`config.mk`:
```
export PLATFORM = sky130hd
export DESIGN_NAME = irq_entry_ctrl
export DESIGN_NICKNAME = d
export VERILOG_FILES = /design/src/rtl/irq_entry_pkg.sv /design/src/rtl/irq_qualify.sv /design/src/rtl/irq_vector_sel.sv /design/src/rtl/irq_save_bank.sv /design/src/rtl/irq_entry_ctrl.sv
export SDC_FILE = /design/constraint.sdc
export NUM_CORES = 1
export LEC_CHECK = 0
export BUFFER_PORTS_ARGS = -buffer_cell sky130_fd_sc_hd__clkbuf_2
export CELL_PAD_IN_SITES_DETAIL_PLACEMENT = 0
export CELL_PAD_IN_SITES_GLOBAL_PLACEMENT = 2
export CORE_MARGIN = 1
export CORE_UTILIZATION = 39
export CTS_CLUSTER_DIAMETER = 40
export CTS_CLUSTER_SIZE = 12
export DETAILED_ROUTE_END_ITERATION = 7
export PLACE_DENSITY_LB_ADDON = 0.3
export SYNTH_ARGS = -nofsm -noshare
export SYNTH_HDL_FRONTEND = slang
export SYNTH_SLANG_ARGS = --single-unit
```
`constraint.sdc`:
```
create_clock -name clk -period 6.25 [get_ports clk]
set_clock_uncertainty 0.2 [all_clocks]
set_input_delay 0.625 -clock clk [delete_from_list [all_inputs] [get_ports clk]]
set_output_delay 0.625 -clock clk [all_outputs]
set_load 0.01 [all_outputs]
```
`src/rtl/irq_entry_pkg.sv`:
```
package irq_entry_pkg;

    localparam int LVL_W      = 3;
    localparam int MAX_LEVELS = 7;
    localparam logic [7:0] LVL1_CAUSE = 8'd4;

    typedef logic [LVL_W-1:0] lvl_t;

    typedef struct packed {
        logic um;
        logic excm;
        lvl_t lvl;
    } stat_t;

    typedef enum logic [2:0] {
        ENT_NONE   = 3'd0,
        ENT_HIGH   = 3'd1,
        ENT_USER   = 3'd2,
        ENT_KERNEL = 3'd3,
        ENT_DOUBLE = 3'd4
    } entry_t;

    // status word layout: level 2:0, excm bit 4, um bit 5
    function automatic logic [5:0] stat_word(stat_t s);
        return {s.um, s.excm, 1'b0, s.lvl};
    endfunction

endpackage

```
`src/rtl/irq_qualify.sv`:
```
module irq_qualify
    import irq_entry_pkg::*;
#(
    parameter int NLINES = 16,
    parameter int NLEVEL = 6,
    parameter logic [7:0][NLINES-1:0] LEVEL_MASK = '0
) (
    input  lvl_t              pend,
    input  lvl_t              cur_lvl,
    input  logic [NLINES-1:0] int_set,
    input  logic [NLINES-1:0] int_en,
    output logic              accept
);
    logic [NLINES-1:0] live;
    logic              above, in_range;

    always_comb begin
        live     = LEVEL_MASK[pend] & int_set & int_en;
        above    = pend > cur_lvl;
        in_range = int'(pend) <= NLEVEL;
        accept   = above && in_range && (|live);
    end
endmodule

```
`src/rtl/irq_vector_sel.sv`:
```
module irq_vector_sel
    import irq_entry_pkg::*;
#(
    parameter int XLEN = 32,
    parameter bit RELOC = 1'b1,
    parameter logic [XLEN-1:0] DEF_VECBASE = '0,
    parameter logic [7:0][XLEN-1:0] INT_VEC = '0,
    parameter logic [XLEN-1:0] USER_VEC = '0,
    parameter logic [XLEN-1:0] KERNEL_VEC = '0,
    parameter logic [XLEN-1:0] DOUBLE_VEC = '0
) (
    input  entry_t            kind,
    input  lvl_t              lvl,
    input  logic [XLEN-1:0]   vecbase,
    output logic [XLEN-1:0]   target
);
    logic [XLEN-1:0] dflt;

    always_comb begin
        unique case (kind)
            ENT_HIGH:   dflt = INT_VEC[lvl];
            ENT_USER:   dflt = USER_VEC;
            ENT_KERNEL: dflt = KERNEL_VEC;
            ENT_DOUBLE: dflt = DOUBLE_VEC;
            default:    dflt = '0;
        endcase
    end

    generate
        if (RELOC) begin : g_reloc
            assign target = dflt - DEF_VECBASE + vecbase;
        end else begin : g_fixed
            logic [XLEN-1:0] vb_unused;
            assign vb_unused = vecbase;
            assign target    = dflt;
        end
    endgenerate
endmodule

```
`src/rtl/irq_save_bank.sv`:
```
module irq_save_bank
    import irq_entry_pkg::*;
#(
    parameter int XLEN = 32,
    parameter int NLEVEL = 6,
    parameter bit HAS_DEPC = 1'b1
) (
    input  logic            clk,
    input  logic            rst,
    input  logic            we_pc,
    input  logic            we_stat,
    input  logic            we_dpc,
    input  logic            we_cause,
    input  lvl_t            wr_lvl,
    input  logic [XLEN-1:0] pc_in,
    input  stat_t           stat_in,
    input  logic [3:0]      rd_sel,
    output logic [XLEN-1:0] rd_data
);
    logic [XLEN-1:0] epc_v [0:7];
    stat_t           eps_v [0:7];
    logic [XLEN-1:0] dpc_v;
    logic [XLEN-1:0] cause_q;

    generate
        for (genvar L = 0; L <= MAX_LEVELS; L++) begin : g_lvl
            if (L >= 1 && L <= NLEVEL) begin : g_pc
                logic [XLEN-1:0] q;
                always_ff @(posedge clk) begin
                    if (rst)                                q <= '0;
                    else if (we_pc && int'(wr_lvl) == L)   q <= pc_in;
                end
                assign epc_v[L] = q;
            end else begin : g_no_pc
                assign epc_v[L] = '0;
            end
            if (L >= 2 && L <= NLEVEL) begin : g_st
                stat_t q;
                always_ff @(posedge clk) begin
                    if (rst)                                 q <= '0;
                    else if (we_stat && int'(wr_lvl) == L)  q <= stat_in;
                end
                assign eps_v[L] = q;
            end else begin : g_no_st
                assign eps_v[L] = '0;
            end
        end

        if (HAS_DEPC) begin : g_dpc
            logic [XLEN-1:0] q;
            always_ff @(posedge clk) begin
                if (rst)         q <= '0;
                else if (we_dpc) q <= pc_in;
            end
            assign dpc_v = q;
        end else begin : g_no_dpc
            logic dpc_unused;
            assign dpc_unused = we_dpc;
            assign dpc_v      = '0;
        end
    endgenerate

    always_ff @(posedge clk) begin
        if (rst)           cause_q <= '0;
        else if (we_cause) cause_q <= XLEN'(LVL1_CAUSE);
    end

    always_comb begin
        if (rd_sel[2:0] == 3'd0)
            rd_data = rd_sel[3] ? dpc_v : cause_q;
        else if (rd_sel[3])
            rd_data = XLEN'(stat_word(eps_v[rd_sel[2:0]]));
        else
            rd_data = epc_v[rd_sel[2:0]];
    end

    // the cause register only moves when a write is requested
    p_cause_hold_r2: assert property (@(posedge clk) disable iff (rst)
        !we_cause |=> $stable(cause_q));

    // the double-exception PC is never written together with a saved-PC slot
    p_dpc_exclusive_r6: assert property (@(posedge clk) disable iff (rst)
        !(we_dpc && we_pc));
endmodule

```
`src/rtl/irq_entry_ctrl.sv`:
```
module irq_entry_ctrl
    import irq_entry_pkg::*;
#(
    parameter int XLEN   = 32,
    parameter int NLINES = 16,
    parameter int NLEVEL = 6,
    parameter bit HAS_DEPC = 1'b1,
    parameter bit RELOC    = 1'b1,
    parameter logic [XLEN-1:0] DEF_VECBASE = 32'h4000_0000,
    parameter logic [7:0][XLEN-1:0] INT_VEC = {
        32'h4000_02C0, 32'h4000_0280, 32'h4000_0240, 32'h4000_0200,
        32'h4000_01C0, 32'h4000_0180, 32'h0000_0000, 32'h0000_0000},
    parameter logic [XLEN-1:0] USER_VEC   = 32'h4000_0340,
    parameter logic [XLEN-1:0] KERNEL_VEC = 32'h4000_0300,
    parameter logic [XLEN-1:0] DOUBLE_VEC = 32'h4000_03C0,
    parameter logic [7:0][NLINES-1:0] LEVEL_MASK = {
        16'hC000, 16'h3000, 16'h0C00, 16'h0300,
        16'h00C0, 16'h0030, 16'h000F, 16'h0000}
) (
    input  logic              clk,
    input  logic              rst,
    input  logic [2:0]        pend_level,
    input  logic [NLINES-1:0] int_set,
    input  logic [NLINES-1:0] int_enable,
    input  logic [2:0]        ps_level,
    input  logic              ps_excm,
    input  logic              ps_um,
    input  logic [XLEN-1:0]   cur_pc,
    input  logic [XLEN-1:0]   vecbase,
    input  logic [3:0]        rd_sel,
    output logic              entry_taken,
    output logic [2:0]        entry_kind,
    output logic [XLEN-1:0]   next_pc,
    output logic [2:0]        next_level,
    output logic              next_excm,
    output logic              next_um,
    output logic [XLEN-1:0]   rd_data
);
    stat_t           cur_stat, new_stat, stat_q;
    entry_t          kind, kind_q;
    logic            accept, taken_q;
    logic [XLEN-1:0] target, pc_q;
    logic            we_pc, we_stat, we_dpc, we_cause;
    lvl_t            wr_lvl;

    assign cur_stat = '{um: ps_um, excm: ps_excm, lvl: ps_level};

    irq_qualify #(
        .NLINES(NLINES), .NLEVEL(NLEVEL), .LEVEL_MASK(LEVEL_MASK)
    ) u_qualify (
        .pend(pend_level), .cur_lvl(ps_level),
        .int_set(int_set), .int_en(int_enable), .accept(accept)
    );

    always_comb begin
        if (!accept)                  kind = ENT_NONE;
        else if (pend_level > 3'd1)   kind = ENT_HIGH;
        else if (ps_excm)             kind = ENT_DOUBLE;
        else if (ps_um)               kind = ENT_USER;
        else                          kind = ENT_KERNEL;

        new_stat      = cur_stat;
        new_stat.excm = 1'b1;
        if (kind == ENT_HIGH) new_stat.lvl = pend_level;

        we_stat  = (kind == ENT_HIGH);
        we_dpc   = (kind == ENT_DOUBLE) && HAS_DEPC;
        we_pc    = accept && !we_dpc;
        we_cause = accept && (kind != ENT_HIGH);
        wr_lvl   = (kind == ENT_HIGH) ? pend_level : lvl_t'(1);
    end

    irq_vector_sel #(
        .XLEN(XLEN), .RELOC(RELOC), .DEF_VECBASE(DEF_VECBASE),
        .INT_VEC(INT_VEC), .USER_VEC(USER_VEC),
        .KERNEL_VEC(KERNEL_VEC), .DOUBLE_VEC(DOUBLE_VEC)
    ) u_vector (
        .kind(kind), .lvl(pend_level), .vecbase(vecbase), .target(target)
    );

    irq_save_bank #(
        .XLEN(XLEN), .NLEVEL(NLEVEL), .HAS_DEPC(HAS_DEPC)
    ) u_bank (
        .clk(clk), .rst(rst),
        .we_pc(we_pc), .we_stat(we_stat), .we_dpc(we_dpc), .we_cause(we_cause),
        .wr_lvl(wr_lvl), .pc_in(cur_pc), .stat_in(cur_stat),
        .rd_sel(rd_sel), .rd_data(rd_data)
    );

    always_ff @(posedge clk) begin
        if (rst) begin
            taken_q <= 1'b0;
            kind_q  <= ENT_NONE;
            pc_q    <= '0;
            stat_q  <= '0;
        end else begin
            taken_q <= accept;
            if (accept) begin
                kind_q <= kind;
                pc_q   <= target;
                stat_q <= new_stat;
            end
        end
    end

    assign entry_taken = taken_q;
    assign entry_kind  = kind_q;
    assign next_pc     = pc_q;
    assign next_level  = stat_q.lvl;
    assign next_excm   = stat_q.excm;
    assign next_um     = stat_q.um;

    // an entry implies the offered level was above the old level and in range
    p_accept_rule_r1: assert property (@(posedge clk) disable iff (rst)
        taken_q |-> ($past(pend_level) > $past(ps_level)) &&
                    (int'($past(pend_level)) <= NLEVEL));

    // without an entry the presented results hold
    p_hold_outputs_r2: assert property (@(posedge clk) disable iff (rst)
        !taken_q |-> $stable(pc_q) && $stable(stat_q));

    // any entry leaves the exception-mode bit set
    p_excm_set_r8: assert property (@(posedge clk) disable iff (rst)
        taken_q |-> stat_q.excm);

    // a high-priority entry raises the status level to the offered level
    p_high_level_r4: assert property (@(posedge clk) disable iff (rst)
        (taken_q && kind_q == ENT_HIGH) |-> stat_q.lvl == $past(pend_level));
endmodule

```
==> results by group, run 1 <==
Route
  – 1st-pass router iterations: 5
  – DRC viols: 0
  – Vias per cell: 5.76
  – Via count: 11.9k
  – Routed Wire Length: 41.6 mm
  – Antenna viol nets, final: 0
  – Starting DRT DRC Count: 813
  – Routed wire length per instance: 20.1 um

Status
  – Status: finished clean

Floorplanning
  – Starting Density: approximately two fifths
  – Row count: 68
  – I/O Pins: 183
  – Die outline width: between 150 and 200 um
  – Core Box Area: 0.0348 mm2
  – Die area: 0.0364 mm2
  – Die Ht: 191 um

STA
  – PnR worst setup slack: ~1600 ps
  – Period Utilization, post-route: 74.5%
  – Fmax: 215 MHz
  – Final hold viol count: 0
  – Rel. slew slack: 29.2%
  – RSZ-0062 raised after global routing: false
  – Final number of max-transition violations: 0
  – Final min period: 4650 ps
  – Fin Setup TNS: 0 ps
  – Setup Viol. Count Final: 0
  – Actual slew at the worst max-slew pin: 1060 ps
  – Final hold slack: 126 ps

Yosys
  – Yosys warnings: 0
  – Syn Inst Count: 1471
  – Post-synth EDFFs: 0
  – Post-Syn Area: approximately 0.014 mm2
  – Largest family of logic cells by synthesized area: compound AO/OA/AOI/OAI gates
  – Post-synthesis simple-gate area fraction: 14.6%
  – Syn avg cell area: 9.44 um2
  – Seq/Total Area, Yosys: 42.0%
  – Async S/R FF share, synth: 0%
  – Post-synthesis compound-gate area fraction: just under 20%
  – Syn_nets: 1594
  – Synthesis-stage register bit count: between 200 and 300
  – Synth Area in XOR/XNOR: roughly 1.3%
  – Multiplexer area fraction after synthesis: 16.2%
  – Library cells used by synthesis: 53
  – Adder-cell area share of the yosys netlist: under 10%
  – Synth Flop Type: dfxtp_1

Critical path
  – Max FO, Critical Path: 18
  – Most used cell, CP: ha_1
  – Nature of the critical path startpoint: primary input
  – CP Data Required Time: 6440 ps
  – R2R Setup Slk: 5340 ps
  – Reg-to-reg endpoint: next_level[2]$_SDFFE_PP0P_
  – Reg2reg start: next_level[2]$_SDFFE_PP0P_
  – Crit-path max cell delay: roughly 910 ps
  – Cells on worst reg2reg path: 2
  – Critical Path, Cell by Cell: clkbuf_2 > nand3b_1 > o22ai_1 > nor4_4 > nor2_2 > inv_2 > o21ai_0 > ha_1 > ha_1 > inv_1 > fa_1 > nand2b_1 > o2bb2ai_1 > or4_1 > nand4_1 > a21oi_1
  – Crit Path Class: in2reg
  – Data arrival, critical path: 4850 ps
  – Slowest CP cell: nor4_4
  – Setup crit end kind: flop

Job
  – MaxCap Viol Count: 0

Global routing
  – Vias in the first global route: 11.8k
  – First-pass GRT wire length: 65.8 mm
  – GR met1 Demand/Resource: approximately 29%
  – Total grt overflow: 0
  – Antenna violations before repair: 2
  – Met2 Use GR: 38.1%
  – GRT Max-Usage Layer: met2
  – Largest net degree at the start of global routing: 144
  – GR met3 Demand/Resource: approximately 5%
  – Total GRT Usage: between 20 and 25%

Clock tree
  – Clock Tree Buf Depth: 3
  – Root Buffer Master: clkbuf_16
  – Post-cts sizing count: 0
  – Clk_lat worst skew: about 530 ps
  – Clk sink count: 291
  – TritonCTS clock tree: built
  – Inserted Clock Buffers: 47
  – Total setup buffers inserted after CTS: 0
  – # hold bufs at CTS: 0
  – CTS H-tree depth: 2
  – Clk pin slew, worst setup/hold paths: 50 ps

Hold path
  – HP Start: vecbase[4]
  – Hold path depth: 3
  – WHS Endpoint: next_pc[4]$_SDFFE_PP0P_
  – Worst min-delay path category: in2reg

Layout
  – Layout cells sized above 1: between 20% and 30%
  – Area Growth Syn to Fin: 19.3%
  – ANT cells: 0
  – # nets final: about 1.7k
  – Seq. cell area: about 0.0058 mm2
  – Area of the multi-input gates: 0.00735 mm2
  – Final Cell Area: 0.0166 mm2
  – Filler instances: 3378

Placed design
  – Hpwl dp: approximately 24 mm
  – DP Area: approximately 0.015 mm2
  – Worst slack at placement: 1060 ps
  – Gpl congestion: about 0.80
  – Port bufs: 178

Pwr
  – Leak pwr: 7.15 nW
  – Pwr dens: 306 mW/mm2
  – Max VDD drop: 0.174 mV
-- cell usage in the layout, fill, tap and decap left out, types with 6 or more instances in the layout --
cell / count
mux2_2: 30
nor4_1: 115
a211oi_2: 21
ha_1: 12
buf_4: 32
a31o_2: 33
clkbuf_16: 49
clkinv_2: 11
inv_1: 16
mux4_2: 7
nor3_1: 9
xnor2_1: 19
nand4_1: 12
nand3_1: 15
clkbuf_2: 177
o22ai_1: 6
a21oi_1: 69
mux2i_1: 175
dfxtp_1: 291
a211oi_1: 30
a21o_1: 28
a22oi_1: 10
o21ai_0: 22
a221oi_1: 27
nand2_1: 189
a31o_1: 79
inv_6: 6
nor2_1: 40
-- synth_stat cells, drive strengths merged (5+ instances only) --
| cell type | instances | area, um2 |
|---|---|---|
| nor2 | 41 | 154 |
| o21ai | 23 | 115 |
| nand3b | 5 | 37.5 |
| ha | 12 | 150 |
| mux4 | 7 | 158 |
| a211oi | 51 | 488 |
| o22ai | 7 | 50.1 |
| nand2 | 189 | 709 |
| a21o | 28 | 210 |
| a31o | 112 | 981 |
| mux2i | 175 | 1750 |
| nor4 | 117 | 738 |
| xnor2 | 19 | 166 |
| a221oi | 27 | 236 |
| a21oi | 69 | 345 |
| mux2 | 30 | 338 |
| clkbuf | 106 | 398 |
| buf | 48 | 302 |
| nand4 | 12 | 75.1 |
| a22oi | 10 | 75.1 |
| nor3 | 10 | 50.1 |
| or3 | 5 | 31.3 |
| inv | 18 | 67.6 |
| nand3 | 15 | 75.1 |
| dfxtp | 291 | 5830 |
-- how the worst max path moves through the flow --
stage                     depth (start not counted)  slack (ps)          start                  endpoint
after floorplan                                  18        2000  pend_level[1]  next_pc[23]$_SDFFE_PP0P_
after global routing                             16        1280  int_enable[4]  next_pc[31]$_SDFFE_PP0P_
after CTS                                        16        1620  pend_level[2]  next_pc[31]$_SDFFE_PP0P_
after detailed placement                         16        1060  pend_level[2]  next_pc[31]$_SDFFE_PP0P_
after global placement                           16        1080  pend_level[2]  next_pc[31]$_SDFFE_PP0P_
final                                            16        1600  pend_level[2]  next_pc[31]$_SDFFE_PP0P_
-- cell type report --
cell class	count	share of cell area [%]
clock inverter	27	1.81
tap	455	3.44
inverter	18	0.453
multi-input combinational	1008	44.4
timing repair buffer	209	6.80
clock buffer	59	7.93
sequential	291	35.2
-- sequential cells by signal (all words and copies together), names as in the netlist --
register and cells:
entry_kind 3, entry_taken 1, next_excm 1, next_level 3, next_pc 32, next_um 1
u_bank.cause_q 1, u_bank.dpc_v 32, u_bank.eps_v 25, u_bank.g_lvl.g_pc.q 192
-- through the flow --
step / total power [mW] / utilization (%) / std cells
6_report: 5.06 / 47.6 / 2067
5_1_grt: 5.25 / 47.6 / 2067
4_1_cts: 5.11 / 47.6 / 2067
3_5_place_dp: 2.46 / 43.0 / 1981
3_3_place_gp: 2.45 / 43.0 / 1981
2_1_floorplan: 2.27 / - / 1471
-- cells by family after synthesis --
group,Yosys count
xor gates and xnor gates,21
AOI/OAI and AO/OA,347
DFF,291
adders and majority gates,13
buffers and inverters,172
muxes,212
and+or+nand+nor,415
-- per-layer routing --
metal	wire, um	vias to the layer above	part of all wire [%]
li1	-	5721	-
met1	18900	5837	46
met2	19500	279	47
met3	2380	63	5.7
met4	720	2	1.7
met5	17	-	0.041
-- power by group --
part	switching, mW	total, mW	internal [mW]	leakage, nW
Combinational	0.350	0.503	0.153	4.00
Clock	0.940	2.64	1.70	0.803
Sequential	0.0192	1.91	1.90	2.35
-- worst max-delay path: cells and delay by family --
family,cells,cell delay (ps)
AO/OA/AOI/OAI,4,750
buffers and inverters,3,510
AND/OR/NAND/NOR,6,2080
adder cells (fa/ha/maj),3,870
Power figures use the tool's default switching activity.
==> run 2, diff against run 1 <==
--- a/config.mk
+++ b/config.mk
@@ -5,11 +5,12 @@
 export SDC_FILE = /design/constraint.sdc
 export NUM_CORES = 1
 export LEC_CHECK = 0
+export ABC_AREA = 1
 export BUFFER_PORTS_ARGS = -buffer_cell sky130_fd_sc_hd__clkbuf_2
 export CELL_PAD_IN_SITES_DETAIL_PLACEMENT = 0
 export CELL_PAD_IN_SITES_GLOBAL_PLACEMENT = 2
 export CORE_MARGIN = 1
-export CORE_UTILIZATION = 39
+export CORE_UTILIZATION = 29
 export CTS_CLUSTER_DIAMETER = 40
 export CTS_CLUSTER_SIZE = 12
 export DETAILED_ROUTE_END_ITERATION = 7
==> constraint.sdc (replaced) <==
create_clock -name clk -period 3.8 [get_ports clk]
set_clock_uncertainty 0.2 [all_clocks]
set_input_delay 0.38 -clock clk [delete_from_list [all_inputs] [get_ports clk]]
set_output_delay 0.38 -clock clk [all_outputs]
set_load 0.01 [all_outputs]
==> run 2 against run 1 <==
  * Hold slack got worse by 95 ps
  * Routed wire length increased by 19%
  * Critical path type unchanged
  * Die area increased by 32%
  * Non-clock buffer count increased by 92
  * Largest power group unchanged
  * Critical path depth increased by 7
  * Clock power increased by 95%
==> results by group, run 2 <==
Status
  – Status: finished clean

Placed design
  – Port bufs: 178
  – Hpwl dp: 29.5 mm
  – Gpl congestion: 0.852
  – Cells after DPL: 2729

Yosys
  – Async S/R FF share, synth: 0%
  – Synth area leaders: dfxtp_1, nand2_1, a21oi_1, nor2_1, o21ai_0
  – Post-synth EDFFs: 0
  – Yosys top cell area share: 42.5%
  – Most frequent cell after synthesis: nand2_1
  – Seq/Total Area, Yosys: between 40% and 50%
  – Post-Syn Area: 0.0137 mm2
  – Library cells used by synthesis: 36
  – Commonest cells post-synth: nand2_1, dfxtp_1, nor2_1
  – Syn Inst Count: around 2.0k
  – Yosys warnings: 0
  – Cell accounting for the most synthesized area: dfxtp_1
  – Syn avg cell area: 6.78 um2
  – Syn_nets: between 2k and 2.5k
  – Synthesis-stage register bit count: 291
  – Synth Flop Type: dfxtp_1

Critical path
  – Nature of the critical path startpoint: primary input
  – Crit Path Class: in2reg
  – Reg2reg start: next_pc[15]$_SDFFE_PP0P_
  – Most used cell, CP: nand2_1
  – Setup crit end kind: flop
  – Worst path top cell family by delay: simple AND/OR/NAND/NOR gates
  – Setup crit start: ps_level[2]
  – Max FO, Critical Path: 4
  – CP Data Required Time: between 4000 and 5000 ps
  – Slowest CP cell: dlygate4sd3_1
  – Critical Path, Cell by Cell: dlygate4sd3_1 > clkbuf_2 > inv_1 > ha_4 > nand2_1 > o21ai_0 > nand2_1 > a21oi_2 > nand2_2 > nor2_4 > nand2_1 > nand2_1 > ha_1 > ha_2 > inv_1 > fa_2 > nand3b_1 > nand2_2 > inv_1 > nor3_2 > nand4_1 > xor2_1 > a21oi_1
  – Crit-path max cell delay: 530 ps
  – CP Buf/Inv Count: 5
  – Data arrival, critical path: 3790 ps

Clock tree
  – Inserted Clock Buffers: 56
  – Clk_lat worst skew: 580 ps
  – Clk sink count: 291
  – CTS H-tree depth: 2
  – Clock Tree Buf Depth: 3
  – TritonCTS clock tree: built
  – Clk pin slew, worst setup/hold paths: 50 ps
  – Root Buffer Master: clkbuf_16

Global routing
  – Vias in the first global route: 13.6k
  – Total GRT Usage: 20.7%
  – Largest net degree at the start of global routing: 136
  – Antenna violations before repair: 1
  – First-pass GRT wire length: 77.5 mm
  – Total grt overflow: 0

Route
  – DRC viols: 0
  – Routed wire length per instance: 17.1 um
  – Via count: 13.8k
  – Starting DRT DRC Count: 766
  – 1st-pass router iterations: 5
  – Vias per cell: between 4 and 5
  – Antenna viol nets, final: 0
  – Routed Wire Length: 49.3 mm

Layout
  – Max reg flops: 192
  – ANT cells: 0
  – Register name with the most flops: u_bank.g_lvl.g_pc.q
  – # nets final: 2361
  – Filler instances: approximately 5k
  – Area Growth Syn to Fin: 30.5%
  – Finished Core Util: 38.4%
  – Seq. cell area: 0.00583 mm2
  – Most frequent cells in the layout: nand2_1, dfxtp_1, nor2_1
  – Area of the multi-input gates: ~0.0067 mm2
  – Layout Cells excl Fill: slightly below 3k
  – Most common cell after layout, fill and taps aside: nand2_1
  – Layout cells sized above 1: 16.2%

STA
  – Final number of max-transition violations: 0
  – Fin Setup TNS: 0 ps
  – Actual slew at the worst max-slew pin: between 900 and 1000 ps
  – Final hold viol count: 0
  – Setup Viol. Count Final: 0
  – Final min period: 3550 ps
  – Period Utilization, post-route: 93.5%
  – Rel. slew slack: 35.8%
  – Final hold slack: 30.9 ps
  – RSZ-0062 raised after global routing: false
  – Fmax: 282 MHz

Job
  – MaxCap Viol Count: 0

Floorplanning
  – I/O Pins: 183
  – Row count: 79
  – Die outline width: around 220 um
  – Die Ht: 219 um
  – Core Box Area: about 0.047 mm2
  – Die area: 0.0482 mm2
  – Starting Density: 29.5%

Hold path
  – HP Start: vecbase[20]
  – Worst min-delay path category: in2reg

Pwr
  – Leak pwr: about 7.4 nW
  – Pwr dens: 513 mW/mm2
  – Max VDD drop: around 0.32 mV
==> run 2: changes by cell type after synthesis, sizes merged, moves of 14 or more <==
| cell | delta |
|---|---|
| mux2i | -175 |
| a211oi | -38 |
| a21o | -28 |
| nor2 | +234 |
| nand3 | +91 |
| a31o | -112 |
| a221oi | -27 |
| mux2 | -30 |
| inv | +145 |
| o221ai | +14 |
| nand2 | +301 |
| a21oi | +164 |
| nor4 | -116 |
| o21ai | +180 |
==> run 2: cell families (layout without fill, tap and decap cells) <==
logic type	Yosys count	in the layout	synth area share, %
simple gates	899	899	26.4
compound gates	488	488	19.0
buf+inv	309	568	9.49
flops	291	291	42.5
xor+xnor	22	22	1.40
fa+ha+maj	13	13	1.24
==> run 2: tightest hold or removal path: stages <==
cell      delay [ps]
clkbuf_2         160
xnor2_1           90
nor2_1            80
nor2_1            50
==> run 2: area by class of cell <==
cell class / instances / share of cell area [%]
sequential: 291 / 32.5
clock inverter: 32 / 2.38
inverter: 166 / 3.51
tap: 607 / 4.24
timing repair buffer: 301 / 11.4
multi-input combinational: 1422 / 37.2
clock buffer: 69 / 8.67
==> run 2: path summary, 6_finish.rpt <==
path	endpoint	slack, ps	depth (start not counted)
worst max-delay path	next_pc[25]$_SDFFE_PP0P_	250	23
worst min register to register	u_bank.dpc_v[18]$_SDFFE_PP0N_	240	2
worst max register to register	next_pc[15]$_SDFFE_PP0P_	2880	2
worst min-delay path	next_pc[20]$_SDFFE_PP0P_	30	4
==> run 2: repair_timing <==
| action | 4_1_cts | 5_1_grt |
|---|---|---|
| hold buffers | 58 | 0 |
| setup endpoints to repair | 0 | 21 |
| buffers inserted | 0 | 0 |
| gates resized for setup | 0 | 14 |
| hold endpoints to repair | 239 | 0 |
==> run 2: report_power, final <==
group / total [mW] / switching (mW) / internal [mW]
sequential: 3.17 / 0.0353 / 3.14
clock: 5.16 / 1.68 / 3.48
combinational: 0.853 / 0.559 / 0.294
==> run 2: metal layers <==
metal  part of all wire, %  track usage [%]
met1                    43             25.5
met2                    48             35.6
met3                   6.3             5.11
met4                   2.5             6.16
met5                 0.020                0
==> run 2: metrics by stage <==
step                total power, mW  worst slack (ps)  cell area, um2
floorplan                      3.65               130           13700
global placement               4.03             -9.93           15300
detailed placement             4.03             -14.0           15300
CTS                            9.30              42.7           17800
global route                   9.53              3.38           17900
finish                         9.19               248           17900
==> run 3, diff against run 2 <==
--- a/config.mk
+++ b/config.mk
@@ -15,6 +15,7 @@
 export CTS_CLUSTER_SIZE = 12
 export DETAILED_ROUTE_END_ITERATION = 7
 export PLACE_DENSITY_LB_ADDON = 0.3
+export REMOVE_ABC_BUFFERS = 1
 export SYNTH_ARGS = -nofsm -noshare
 export SYNTH_HDL_FRONTEND = slang
 export SYNTH_SLANG_ARGS = --single-unit
==> run 3 against run 2 <==
  * Sequential share of layout area is 0.19 points lower
  * First-iteration DRC count is 23% higher
  * Sequential power hardly changed
  * Clock-buffer cell count is 1 higher
  * Cell area is 0.60% higher
  * Die area stayed put
  * Routed wire length is 2.3% lower
  * Hold slack better by 26 ps
==> results by group, run 3 (same netlist as run 2, synthesis figures left out) <==
Layout
  – Area Growth Syn to Fin: 31.3%
  – ANT cells: 0
  – Most common cell after layout, fill and taps aside: nand2_1
  – Layout Cells excl Fill: approximately 2.9k
  – Register name with the most flops: u_bank.g_lvl.g_pc.q
  – Max reg flops: 192
  – Most frequent cells in the layout: nand2_1, dfxtp_1, nor2_1
  – Final Cell Area: between 0.015 and 0.02 mm2
  – Layout cells sized above 1: 16.3%
  – # nets final: between 2k and 2.5k

Clock tree
  – CTS H-tree depth: 2
  – Clk pin slew, worst setup/hold paths: about 50 ps
  – Clock Tree Buf Depth: 3
  – Root Buffer Master: clkbuf_16
  – Clk sink count: about 290
  – Inserted Clock Buffers: 59
  – TritonCTS clock tree: built
  – Clk_lat worst skew: 600 ps

Floorplanning
  – Starting Density: 29.5%
  – I/O Pins: around 180
  – Die outline width: 219 um
  – Row count: 79
  – Core Box Area: approximately 0.047 mm2
  – Die Ht: 219 um
  – Die area: 0.0482 mm2

Critical path
  – Setup crit end kind: flop
  – Most used cell, CP: nand2_1
  – Crit Path Class: in2reg
  – Crit-path max cell delay: 520 ps
  – CP Data Required Time: 4100 ps
  – Max FO, Critical Path: 5
  – Worst path top cell family by delay: simple AND/OR/NAND/NOR gates
  – Nature of the critical path startpoint: primary input
  – Slowest CP cell: dlygate4sd3_1
  – Data arrival, critical path: 3830 ps
  – CP Buf/Inv Count: 4

STA
  – Fin Setup TNS: 0 ps
  – Rel. slew slack: 47.9%
  – Setup Viol. Count Final: 0
  – Fmax: 284 MHz
  – Final number of max-transition violations: 0
  – Period Utilization, post-route: 92.7%
  – Final hold viol count: 0
  – Final min period: 3520 ps
  – Actual slew at the worst max-slew pin: 781 ps
  – Final hold slack: 56.8 ps

Placed design
  – DP Area: around 0.015 mm2
  – Cells after DPL: 2725
  – Gpl congestion: 0.811
  – Port bufs: between 150 and 200
  – Hpwl dp: 28.2 mm

Pwr
  – Leak pwr: 7.47 nW
  – Max VDD drop: 0.368 mV
  – Total power: roughly 9.3 mW
  – Pwr dens: between 500 and 600 mW/mm2

Hold path
  – Worst min-delay path category: in2reg

Global routing
  – Antenna violations before repair: 1
  – Total GRT Usage: 20.1%
  – Vias in the first global route: 13.3k
  – Total grt overflow: 0
  – Largest net degree at the start of global routing: 136
  – First-pass GRT wire length: 75.6 mm

Job
  – MaxCap Viol Count: 0

Route
  – Routed Wire Length: 48.2 mm
  – Antenna viol nets, final: 0
  – Starting DRT DRC Count: 942
  – DRC viols: 0
  – Routed wire length per instance: between 15 and 20 um
  – Vias per cell: 4.79
  – Via count: 13.9k
  – 1st-pass router iterations: 6

Status
  – Status: finished clean
-- run 3: cell types whose count changed in the layout (fill, tap and decap cells not counted), moves of 3 or more --
cell           delta
buf_4             -3
clkbuf_1          +5
clkbuf_16         +3
clkbuf_8          -7
clkinv_2          +5
clkinv_4          -3
clkinvlp_4        +4
dlygate4sd3_1     +5
-- run 3: report_power, final --
part | total [mW] | switching [mW] | internal, mW
logic | 0.845 | 0.548 | 0.297
clock network | 5.31 | 1.84 | 3.46
registers | 3.17 | 0.0356 | 3.14
-- run 3: final cells by class --
cell class / count / area, um2
clock buffers: 70 / 1550
clock inverters: 41 / 492
fillers: 4895 / 28500
inverters: 166 / 628
multi-input cells: 1422 / 6660
flip-flops and latches: 291 / 5830
well taps: 607 / 759
repair buffers: 304 / 2100
-- run 3: what timing repair did --
action / CTS / global route
endpoints found under the setup margin: 0 / 22
hold buffers: 63 / 0
setup buffers: 0 / 2
endpoints found under the hold margin: 271 / 0
gates resized for setup: 0 / 15
-- run 3: per-layer routing --
metal	vias to the layer above	routed length, um	track usage [%]
met4	2	1090	5.83
met3	79	2750	4.53
li1	7026	-	-
met2	331	22500	33.8
met5	-	10	0
met1	6459	21800	25.6
-- run 3: metrics by stage --
stage | util [%] | setup WS, ps
floorplan | - | -1100
CTS | 38.5 | 20.9
global route | 38.7 | -31.5
detailed placement | 32.8 | -66.1
global placement | 32.8 | -49.6
finish | 38.7 | 276
-- run 3: path summary, 6_finish.rpt --
path	start	to	slack (ps)	cells after the start
setup reg to reg	next_pc[13]$_SDFFE_PP0P_	next_pc[13]$_SDFFE_PP0P_	2900	2
hold reg to reg	u_bank.dpc_v[31]$_SDFFE_PP0N_	u_bank.dpc_v[31]$_SDFFE_PP0N_	240	2
setup / recovery	ps_level[2]	next_pc[20]$_SDFFE_PP0P_	280	25
hold / removal	pend_level[1]	next_level[1]$_SDFFE_PP0P_	60	6
-- run 3: worst register-to-register path, delay by kind of cell (launching register included) --
kind	cells	cell delay (ps)
flip-flops	1	330
AO/OA/AOI/OAI	2	220
